<file path="src/rtl/bm_regs_pkg.sv">
package bm_regs_pkg;

  typedef enum logic [1:0] {
    RGN_CMD  = 2'd0,
    RGN_STAT = 2'd1,
    RGN_BASE = 2'd2,
    RGN_NONE = 2'd3
  } rgn_e;

  localparam logic [7:0] CMD_KEEP_MASK = 8'h09;
  localparam int CMD_GO_BIT  = 0;
  localparam int CMD_DIR_BIT = 3;

  localparam int ST_ACT_BIT = 0;
  localparam int ST_ERR_BIT = 1;
  localparam int ST_INT_BIT = 2;
  localparam int ST_FA_BIT  = 5;
  localparam int ST_FB_BIT  = 6;

  function automatic rgn_e decode_rgn(input logic [2:0] a);
    if (a == 3'd0)      return RGN_CMD;
    else if (a == 3'd2) return RGN_STAT;
    else if (a[2])      return RGN_BASE;
    else                return RGN_NONE;
  endfunction

  function automatic logic [2:0] size_to_bytes(input logic [1:0] s);
    case (s)
      2'd0:    return 3'd1;
      2'd1:    return 3'd2;
      default: return 3'd4;
    endcase
  endfunction

endpackage

</file>
<file path="src/rtl/bm_base_reg.sv">
module bm_base_reg #(
  parameter int AW = 32
) (
  input  logic          clk,
  input  logic          rst_n,
  input  logic          we,
  input  logic [1:0]    off,
  input  logic [1:0]    size,
  input  logic [AW-1:0] wdata,
  output logic [AW-1:0] base_q,
  output logic [AW-1:0] rd_val
);
  import bm_regs_pkg::*;

  localparam int NB = AW / 8;

  logic [2:0]    nbytes;
  logic [AW-1:0] wshift;
  logic [AW-1:0] rshift;
  logic [NB-1:0] lane_en;
  logic [AW-1:0] base_d;
  logic          base_en;

  assign nbytes  = size_to_bytes(size);
  assign wshift  = wdata << {off, 3'b000};
  assign rshift  = base_q >> {off, 3'b000};
  assign base_en = we;

  genvar gi;
  generate
    for (gi = 0; gi < NB; gi++) begin : g_lane
      assign lane_en[gi] = (gi >= int'(off)) && (gi < int'(off) + int'(nbytes));
      if (gi == 0) begin : g_low
        assign base_d[7:0] = lane_en[0] ? {wshift[7:2], 2'b00} : base_q[7:0];
      end else begin : g_up
        assign base_d[8*gi +: 8] = lane_en[gi] ? wshift[8*gi +: 8] : base_q[8*gi +: 8];
      end
    end
  endgenerate

  always_comb begin
    case (nbytes)
      3'd1:    rd_val = {{(AW-8){1'b0}}, rshift[7:0]};
      3'd2:    rd_val = {{(AW-16){1'b0}}, rshift[15:0]};
      default: rd_val = rshift;
    endcase
  end

  always_ff @(posedge clk or negedge rst_n) begin
    if (!rst_n)       base_q <= '0;
    else if (base_en) base_q <= base_d;
  end

  // without a write the base address must not move
  assert_hold_R8: assert property (@(posedge clk) disable iff (!rst_n)
    !we |=> $stable(base_q));

endmodule

</file>
<file path="src/rtl/bm_cmd_ctl.sv">
module bm_cmd_ctl #(
  parameter int AW         = 32,
  parameter int DESC_BYTES = 8
) (
  input  logic          clk,
  input  logic          rst_n,
  input  logic          cmd_we,
  input  logic [7:0]    cmd_wbyte,
  input  logic          wk_done,
  input  logic          wk_more,
  input  logic          wk_adv,
  input  logic [AW-1:0] base_q,
  output logic [7:0]    cmd_q,
  output logic          act_q,
  output logic          start_q,
  output logic          stop_q,
  output logic [AW-1:0] ptr_q
);
  import bm_regs_pkg::*;

  localparam logic [AW-1:0] PTR_STEP = AW'(DESC_BYTES);

  logic          go_changed, go_rise, go_fall;
  logic [7:0]    cmd_d;
  logic          act_d, start_d, stop_d;
  logic [AW-1:0] ptr_d;
  logic          ptr_en;

  always_comb begin
    go_changed = cmd_we && (cmd_wbyte[CMD_GO_BIT] != cmd_q[CMD_GO_BIT]);
    go_rise    = go_changed && cmd_wbyte[CMD_GO_BIT];
    go_fall    = go_changed && !cmd_wbyte[CMD_GO_BIT];
    cmd_d      = cmd_wbyte & CMD_KEEP_MASK;

    if (go_fall)                act_d = 1'b0;
    else if (go_rise)           act_d = 1'b1;
    else if (wk_done && !wk_more) act_d = 1'b0;
    else                        act_d = act_q;

    start_d = go_rise && !act_q;
    stop_d  = go_fall;

    ptr_en = go_rise || wk_adv;
    ptr_d  = go_rise ? base_q : ptr_q + PTR_STEP;
  end

  always_ff @(posedge clk or negedge rst_n) begin
    if (!rst_n) begin
      cmd_q   <= '0;
      act_q   <= 1'b0;
      start_q <= 1'b0;
      stop_q  <= 1'b0;
      ptr_q   <= '0;
    end else begin
      if (cmd_we) cmd_q <= cmd_d;
      act_q   <= act_d;
      start_q <= start_d;
      stop_q  <= stop_d;
      if (ptr_en) ptr_q <= ptr_d;
    end
  end

  // a start pulse always coincides with an active channel
  assert_start_active_R3: assert property (@(posedge clk) disable iff (!rst_n)
    start_q |-> act_q);

  // rewriting the same start value yields no pulse
  assert_same_go_quiet_R4: assert property (@(posedge clk) disable iff (!rst_n)
    (cmd_we && (cmd_wbyte[CMD_GO_BIT] == cmd_q[CMD_GO_BIT])) |=> (!start_q && !stop_q));

  // a stop pulse leaves the channel inactive, never with a start
  assert_stop_idle_R5: assert property (@(posedge clk) disable iff (!rst_n)
    stop_q |-> (!act_q && !start_q));

  // completion without pending work drops the active flag
  assert_done_clears_R10: assert property (@(posedge clk) disable iff (!rst_n)
    (wk_done && !wk_more && !cmd_we) |=> !act_q);

endmodule

</file>
<file path="src/rtl/bm_status.sv">
module bm_status (
  input  logic       clk,
  input  logic       rst_n,
  input  logic       st_we,
  input  logic [1:0] w1c_bits,
  input  logic [1:0] flag_bits,
  input  logic       act,
  input  logic       drv_irq,
  input  logic       wk_exhaust,
  output logic [7:0] st_byte
);
  import bm_regs_pkg::*;

  logic       irq_d;
  logic       err_q, int_q;
  logic [1:0] flags_q;
  logic       err_set, int_set, err_clr, int_clr;
  logic       err_d, int_d;

  always_comb begin
    err_set = wk_exhaust;
    int_set = wk_exhaust || (drv_irq && !irq_d);
    err_clr = st_we && w1c_bits[0];
    int_clr = st_we && w1c_bits[1];
    err_d   = err_set ? 1'b1 : (err_clr ? 1'b0 : err_q);
    int_d   = int_set ? 1'b1 : (int_clr ? 1'b0 : int_q);

    st_byte             = '0;
    st_byte[ST_ACT_BIT] = act;
    st_byte[ST_ERR_BIT] = err_q;
    st_byte[ST_INT_BIT] = int_q;
    st_byte[ST_FA_BIT]  = flags_q[0];
    st_byte[ST_FB_BIT]  = flags_q[1];
  end

  always_ff @(posedge clk or negedge rst_n) begin
    if (!rst_n) begin
      irq_d   <= 1'b0;
      err_q   <= 1'b0;
      int_q   <= 1'b0;
      flags_q <= '0;
    end else begin
      irq_d <= drv_irq;
      err_q <= err_d;
      int_q <= int_d;
      if (st_we) flags_q <= flag_bits;
    end
  end

  // the interrupt flag stays until software clears it
  assert_int_sticky_R6: assert property (@(posedge clk) disable iff (!rst_n)
    (int_q && !(st_we && w1c_bits[1])) |=> int_q);

  // exhaustion raises error and interrupt together
  assert_exhaust_flags_R11: assert property (@(posedge clk) disable iff (!rst_n)
    wk_exhaust |=> (err_q && int_q));

endmodule

</file>
<file path="src/rtl/bm_ctl_regs.sv">
module bm_ctl_regs #(
  parameter int AW         = 32,
  parameter int DESC_BYTES = 8
) (
  input  logic          clk,
  input  logic          rst_n,
  input  logic          acc_wr,
  input  logic [2:0]    acc_addr,
  input  logic [1:0]    acc_size,
  input  logic [AW-1:0] acc_wdata,
  output logic [AW-1:0] acc_rdata,
  input  logic          drv_irq,
  output logic          irq_out,
  input  logic          wk_done,
  input  logic          wk_more,
  input  logic          wk_exhaust,
  input  logic          wk_adv,
  output logic          wk_start,
  output logic          wk_stop,
  output logic          dma_active,
  output logic          dir_to_mem,
  output logic [AW-1:0] cur_ptr
);
  import bm_regs_pkg::*;

  logic [1:0]    rst_pipe;
  logic          rst_ni;
  rgn_e          rgn;
  logic          cmd_we, st_we, base_we;
  logic [7:0]    cmd_q, st_byte;
  logic [AW-1:0] base_q, base_rd;

  always_ff @(posedge clk or negedge rst_n) begin
    if (!rst_n) rst_pipe <= 2'b00;
    else        rst_pipe <= {rst_pipe[0], 1'b1};
  end
  assign rst_ni = rst_pipe[1];

  assign rgn     = decode_rgn(acc_addr);
  assign cmd_we  = acc_wr && (rgn == RGN_CMD);
  assign st_we   = acc_wr && (rgn == RGN_STAT);
  assign base_we = acc_wr && (rgn == RGN_BASE);

  bm_base_reg #(.AW(AW)) base_i (
    .clk    (clk),
    .rst_n  (rst_ni),
    .we     (base_we),
    .off    (acc_addr[1:0]),
    .size   (acc_size),
    .wdata  (acc_wdata),
    .base_q (base_q),
    .rd_val (base_rd)
  );

  bm_cmd_ctl #(.AW(AW), .DESC_BYTES(DESC_BYTES)) cmd_i (
    .clk       (clk),
    .rst_n     (rst_ni),
    .cmd_we    (cmd_we),
    .cmd_wbyte (acc_wdata[7:0]),
    .wk_done   (wk_done),
    .wk_more   (wk_more),
    .wk_adv    (wk_adv),
    .base_q    (base_q),
    .cmd_q     (cmd_q),
    .act_q     (dma_active),
    .start_q   (wk_start),
    .stop_q    (wk_stop),
    .ptr_q     (cur_ptr)
  );

  bm_status stat_i (
    .clk        (clk),
    .rst_n      (rst_ni),
    .st_we      (st_we),
    .w1c_bits   (acc_wdata[ST_INT_BIT:ST_ERR_BIT]),
    .flag_bits  (acc_wdata[ST_FB_BIT:ST_FA_BIT]),
    .act        (dma_active),
    .drv_irq    (drv_irq),
    .wk_exhaust (wk_exhaust),
    .st_byte    (st_byte)
  );

  assign irq_out    = drv_irq;
  assign dir_to_mem = cmd_q[CMD_DIR_BIT];

  always_comb begin
    case (rgn)
      RGN_CMD:  acc_rdata = {{(AW-8){1'b0}}, cmd_q};
      RGN_STAT: acc_rdata = {{(AW-8){1'b0}}, st_byte};
      RGN_BASE: acc_rdata = base_rd;
      default:  acc_rdata = '0;
    endcase
  end

  // the pointer handed to the walker at start is the base address
  assert_reload_R3: assert property (@(posedge clk) disable iff (!rst_ni)
    wk_start |-> (cur_ptr == base_q));

  // only start and direction survive in the command byte
  assert_cmd_mask_R2: assert property (@(posedge clk) disable iff (!rst_ni)
    (cmd_q & ~CMD_KEEP_MASK) == 8'h00);

endmodule

</file>
<file path="config.mk">
export PLATFORM = sky130hd
export DESIGN_NAME = bm_ctl_regs
export DESIGN_NICKNAME = d
export VERILOG_FILES = /design/src/rtl/bm_regs_pkg.sv /design/src/rtl/bm_base_reg.sv /design/src/rtl/bm_cmd_ctl.sv /design/src/rtl/bm_status.sv /design/src/rtl/bm_ctl_regs.sv
export SDC_FILE = /design/constraint.sdc
export NUM_CORES = 1
export LEC_CHECK = 0
export ABC_AREA = 1
export ABC_CLOCK_PERIOD_IN_PS = 2160
export BUFFER_PORTS_ARGS = -buffer_cell sky130_fd_sc_hd__buf_2
export CAP_MARGIN = 20
export CORE_MARGIN = 1.5
export CORE_UTILIZATION = 30
export CTS_CLUSTER_SIZE = 30
export DETAILED_ROUTE_END_ITERATION = 8
export GPL_ROUTABILITY_DRIVEN = 0
export PLACE_DENSITY = 0.51
export SKIP_LAST_GASP = 1
export SYNTH_ARGS = -nofsm -noshare
export SYNTH_HDL_FRONTEND = slang
export SYNTH_SLANG_ARGS = --single-unit
</file>
<file path="constraint.sdc">
create_clock -name clk -period 2.16 [get_ports clk]
set_clock_uncertainty 0.2 [all_clocks]
set_input_delay 0.432 -clock clk [delete_from_list [all_inputs] [get_ports clk]]
set_output_delay 0.432 -clock clk [all_outputs]
set_load 0.005 [all_outputs]
</file>
==> results.toml <==
[clocking]
clock-root-buffer = "clkbuf_16"
cts_made_buffers = 9
clk_pin_slew_ns = 0.06
clock_tree.buffer_depth = 2
cts.sinks = 72
cts_tree = "built"
cts_max_level = 3
clk_latency_ns = 0.35

[yosys]
ys_warn_count = 0
seq_area_frac_synth = 0.369
ys_async_sr_fraction = 1.00
ys_seq_elements = 72
synthCells = 748
yosysTopAreaCell = "dfrtp_1"
synth_edf_count = 0
synth_cell_types = 33
netlist.area_leader.share = 0.369
synth_area_per_cell_um2 = 6.53
synth_flop_cell = "dfrtp_1"
synth_area_leaders = "dfrtp_1 37%, nand2_1 23%, inv_1 6.9%"
netlist_area_um2 = 4890

[sta]
setup_viol = 17
slew_viol_final = 0
fmax_mhz = 451
rsz0062_at_grt = "true"
setup_ws_ns = -0.0587
period_share = 1.03
post-route-min-period_ns = 2.22
finalHoldViolCount = 0

[critical_path]
critPathLaunchType = "primary input"
r2r_cells = 8
crit_fanout = 7
worstSetupPathType = "primary input to output port"
r2r_slack_ns = 0.26
arrival_ns = 1.59
required_ns = 1.53
endpoint_kind = "output port"
timing.rr.end = "cmd_i.ptr_q[21]"
timing.rr.start = "cmd_i.ptr_q[4]"

[run_status]
status = "complete, but fails checks"
violations = "setup timing"

[final_layout]
fill_cells = 1760
area_growth_pct = 35.4
nets = 959
antenna_cells = 0
drive_gt1_frac = 0.263

[power]
switching_share = 0.352
vdd_drop_max_v = 0.000511
power_mw = 5.20
power_density_nw_per_um2 = 786
clockPowerShare = 0.313
internal_power_mw = 3.37
seqPwrFrac = 0.398
switchingPower_mw = 1.83
pwr-share-comb = 0.289
p_leak_nw = 3.47

[grt]
grt_start_max_net_pins = 71
grt_usage = 0.211
antenna_found_initial = 0
grt_pass1_wl_um = 26800
overflow = 0
grt_pass1_vias = 4955

[placed_design]
preCtsSetupSlack_ns = -0.307
dpl.hpwl_um = 13300
port_buffers = 111

[hold_path]
min_path_cells = 1
hold_end = "stat_i.irq_d"
hp-class = "primary input to flop"
worstHoldStart = "drv_irq"

[floorplan]
initial_core_util = 0.308
io_pins = 114
rows = 46
die_width_um = 131
die_area_um2 = 17100
die_h_um = 131
coreArea_um2 = 15900

[routing]
drt_pass1_iterations = 4
drc = 0
drt_wl_total_um = 17600
route.vias.total = 5286
drt_iter0_drc = 354
wl_per_cell_um = 15.6
ant_nets = 0
via_per_inst = 4.68

[flow_run]
maxCapViolations = 0
## critical path, cell delays in order
cell and delay (ns):
buf_8 0.10, nor2_4 0.10, inv_2 0.05, ha_4 0.25, a21oi_1 0.16, buf_4 0.20
inv_1 0.07, nor2_1 0.10, buf_2 0.12
## cell usage in the layout, fill, tap and decap left out, types with 8 or more instances in the layout
master,count
a21oi_1,15
a22oi_1,14
buf_2,108
buf_4,51
clkbuf_16,9
dfrtp_1,71
inv_1,82
inv_2,8
nand2_1,301
nand3_1,33
nor2_1,57
nor2_4,11
o21ai_0,47
o21ai_1,9
o21ai_2,8
## cell usage after synthesis, types with 16 or more instances
master	instances
nand2_1	305
inv_1	90
dfrtp_1	72
nor2_1	65
o21ai_0	63
nand3_1	33
a21oi_1	17
a22oi_1	16
## logic make-up after synthesis
logic type | synth area share
xor+xnor | 0.0251
other cells | 0.00154
flops | 0.369
fa+ha+maj | 0.0143
buf+inv | 0.106
compound gates | 0.130
simple gates | 0.355
## metrics by stage
| step | cells | utilization | setup TNS [ns] | hold WS, ns | instance area (um^2) |
|---|---|---|---|---|---|
| 3_5_place_dp | 1101 | 0.378 | -12.43 | 0.0188 | 6000 |
| 4_1_cts | 1120 | 0.407 | -0.818 | 0.0200 | 6470 |
| 2_1_floorplan | 749 | - | 0 | -0.0636 | 4910 |
| 3_3_place_gp | 1101 | 0.378 | -12.84 | 0.0209 | 6000 |
| 5_1_grt | 1129 | 0.416 | -2.26 | 0.0184 | 6620 |
| 6_report | 1129 | 0.416 | -0.512 | 0.0238 | 6620 |
## sequential cells by signal, summed over array words and instances (netlist names)
name            count
base_i.base_q      30
cmd_i.act_q         1
cmd_i.cmd_q         2
cmd_i.ptr_q        30
cmd_i.start_q       1
cmd_i.stop_q        1
rst_pipe            2
stat_i.err_q        1
stat_i.flags_q      2
stat_i.int_q        1
stat_i.irq_d        1
## repair_timing
item	4_1_cts	5_1_grt
hold buffers	1	0
endpoints found under the setup margin	32	50
cloned	1	2
pin swaps	10	17
buffers inserted	2	7
hold endpoints to repair	2	0
gates resized for setup	48	25
## final cells by class
type | instances | area, um^2 | area share
clock inverter | 3 | 67.6 | 0.0102
multi-input combinational | 560 | 2730 | 0.413
sequential | 72 | 1800 | 0.273
timing repair inverter | 1 | 7.51 | 0.00113
clock buffer | 12 | 246 | 0.0373
inverter | 93 | 360 | 0.0545
tap | 216 | 270 | 0.0409
timing repair buffer | 172 | 1130 | 0.171
## power groups by stage
stage	clock, mW	sequential [mW]	combinational (mW)
2_1_floorplan	0	1.98	0.744
3_3_place_gp	0	2.09	1.37
3_5_place_dp	0	2.09	1.37
4_1_cts	1.65	2.07	1.44
5_1_grt	1.70	2.12	1.70
6_report	1.63	2.07	1.50
## worst max-delay path by stage
stage                     start  cells past startpoint           endpoint
floorplan           acc_addr[1]                     11  base_i.base_q[19]
global placement    acc_size[1]                      9      acc_rdata[25]
detailed placement  acc_size[1]                     10  base_i.base_q[30]
CTS                 acc_size[0]                     10      acc_rdata[30]
global route        acc_size[0]                      9      acc_rdata[12]
finish              acc_size[0]                      9      acc_rdata[12]
## per-layer routing
metal,GRT usage,part of all wire
met5,0,0
met2,0.336,0.46
met4,0.0698,0.023
met3,0.0415,0.049
met1,0.289,0.47
Note: power is estimated with default switching activity, not from simulation.
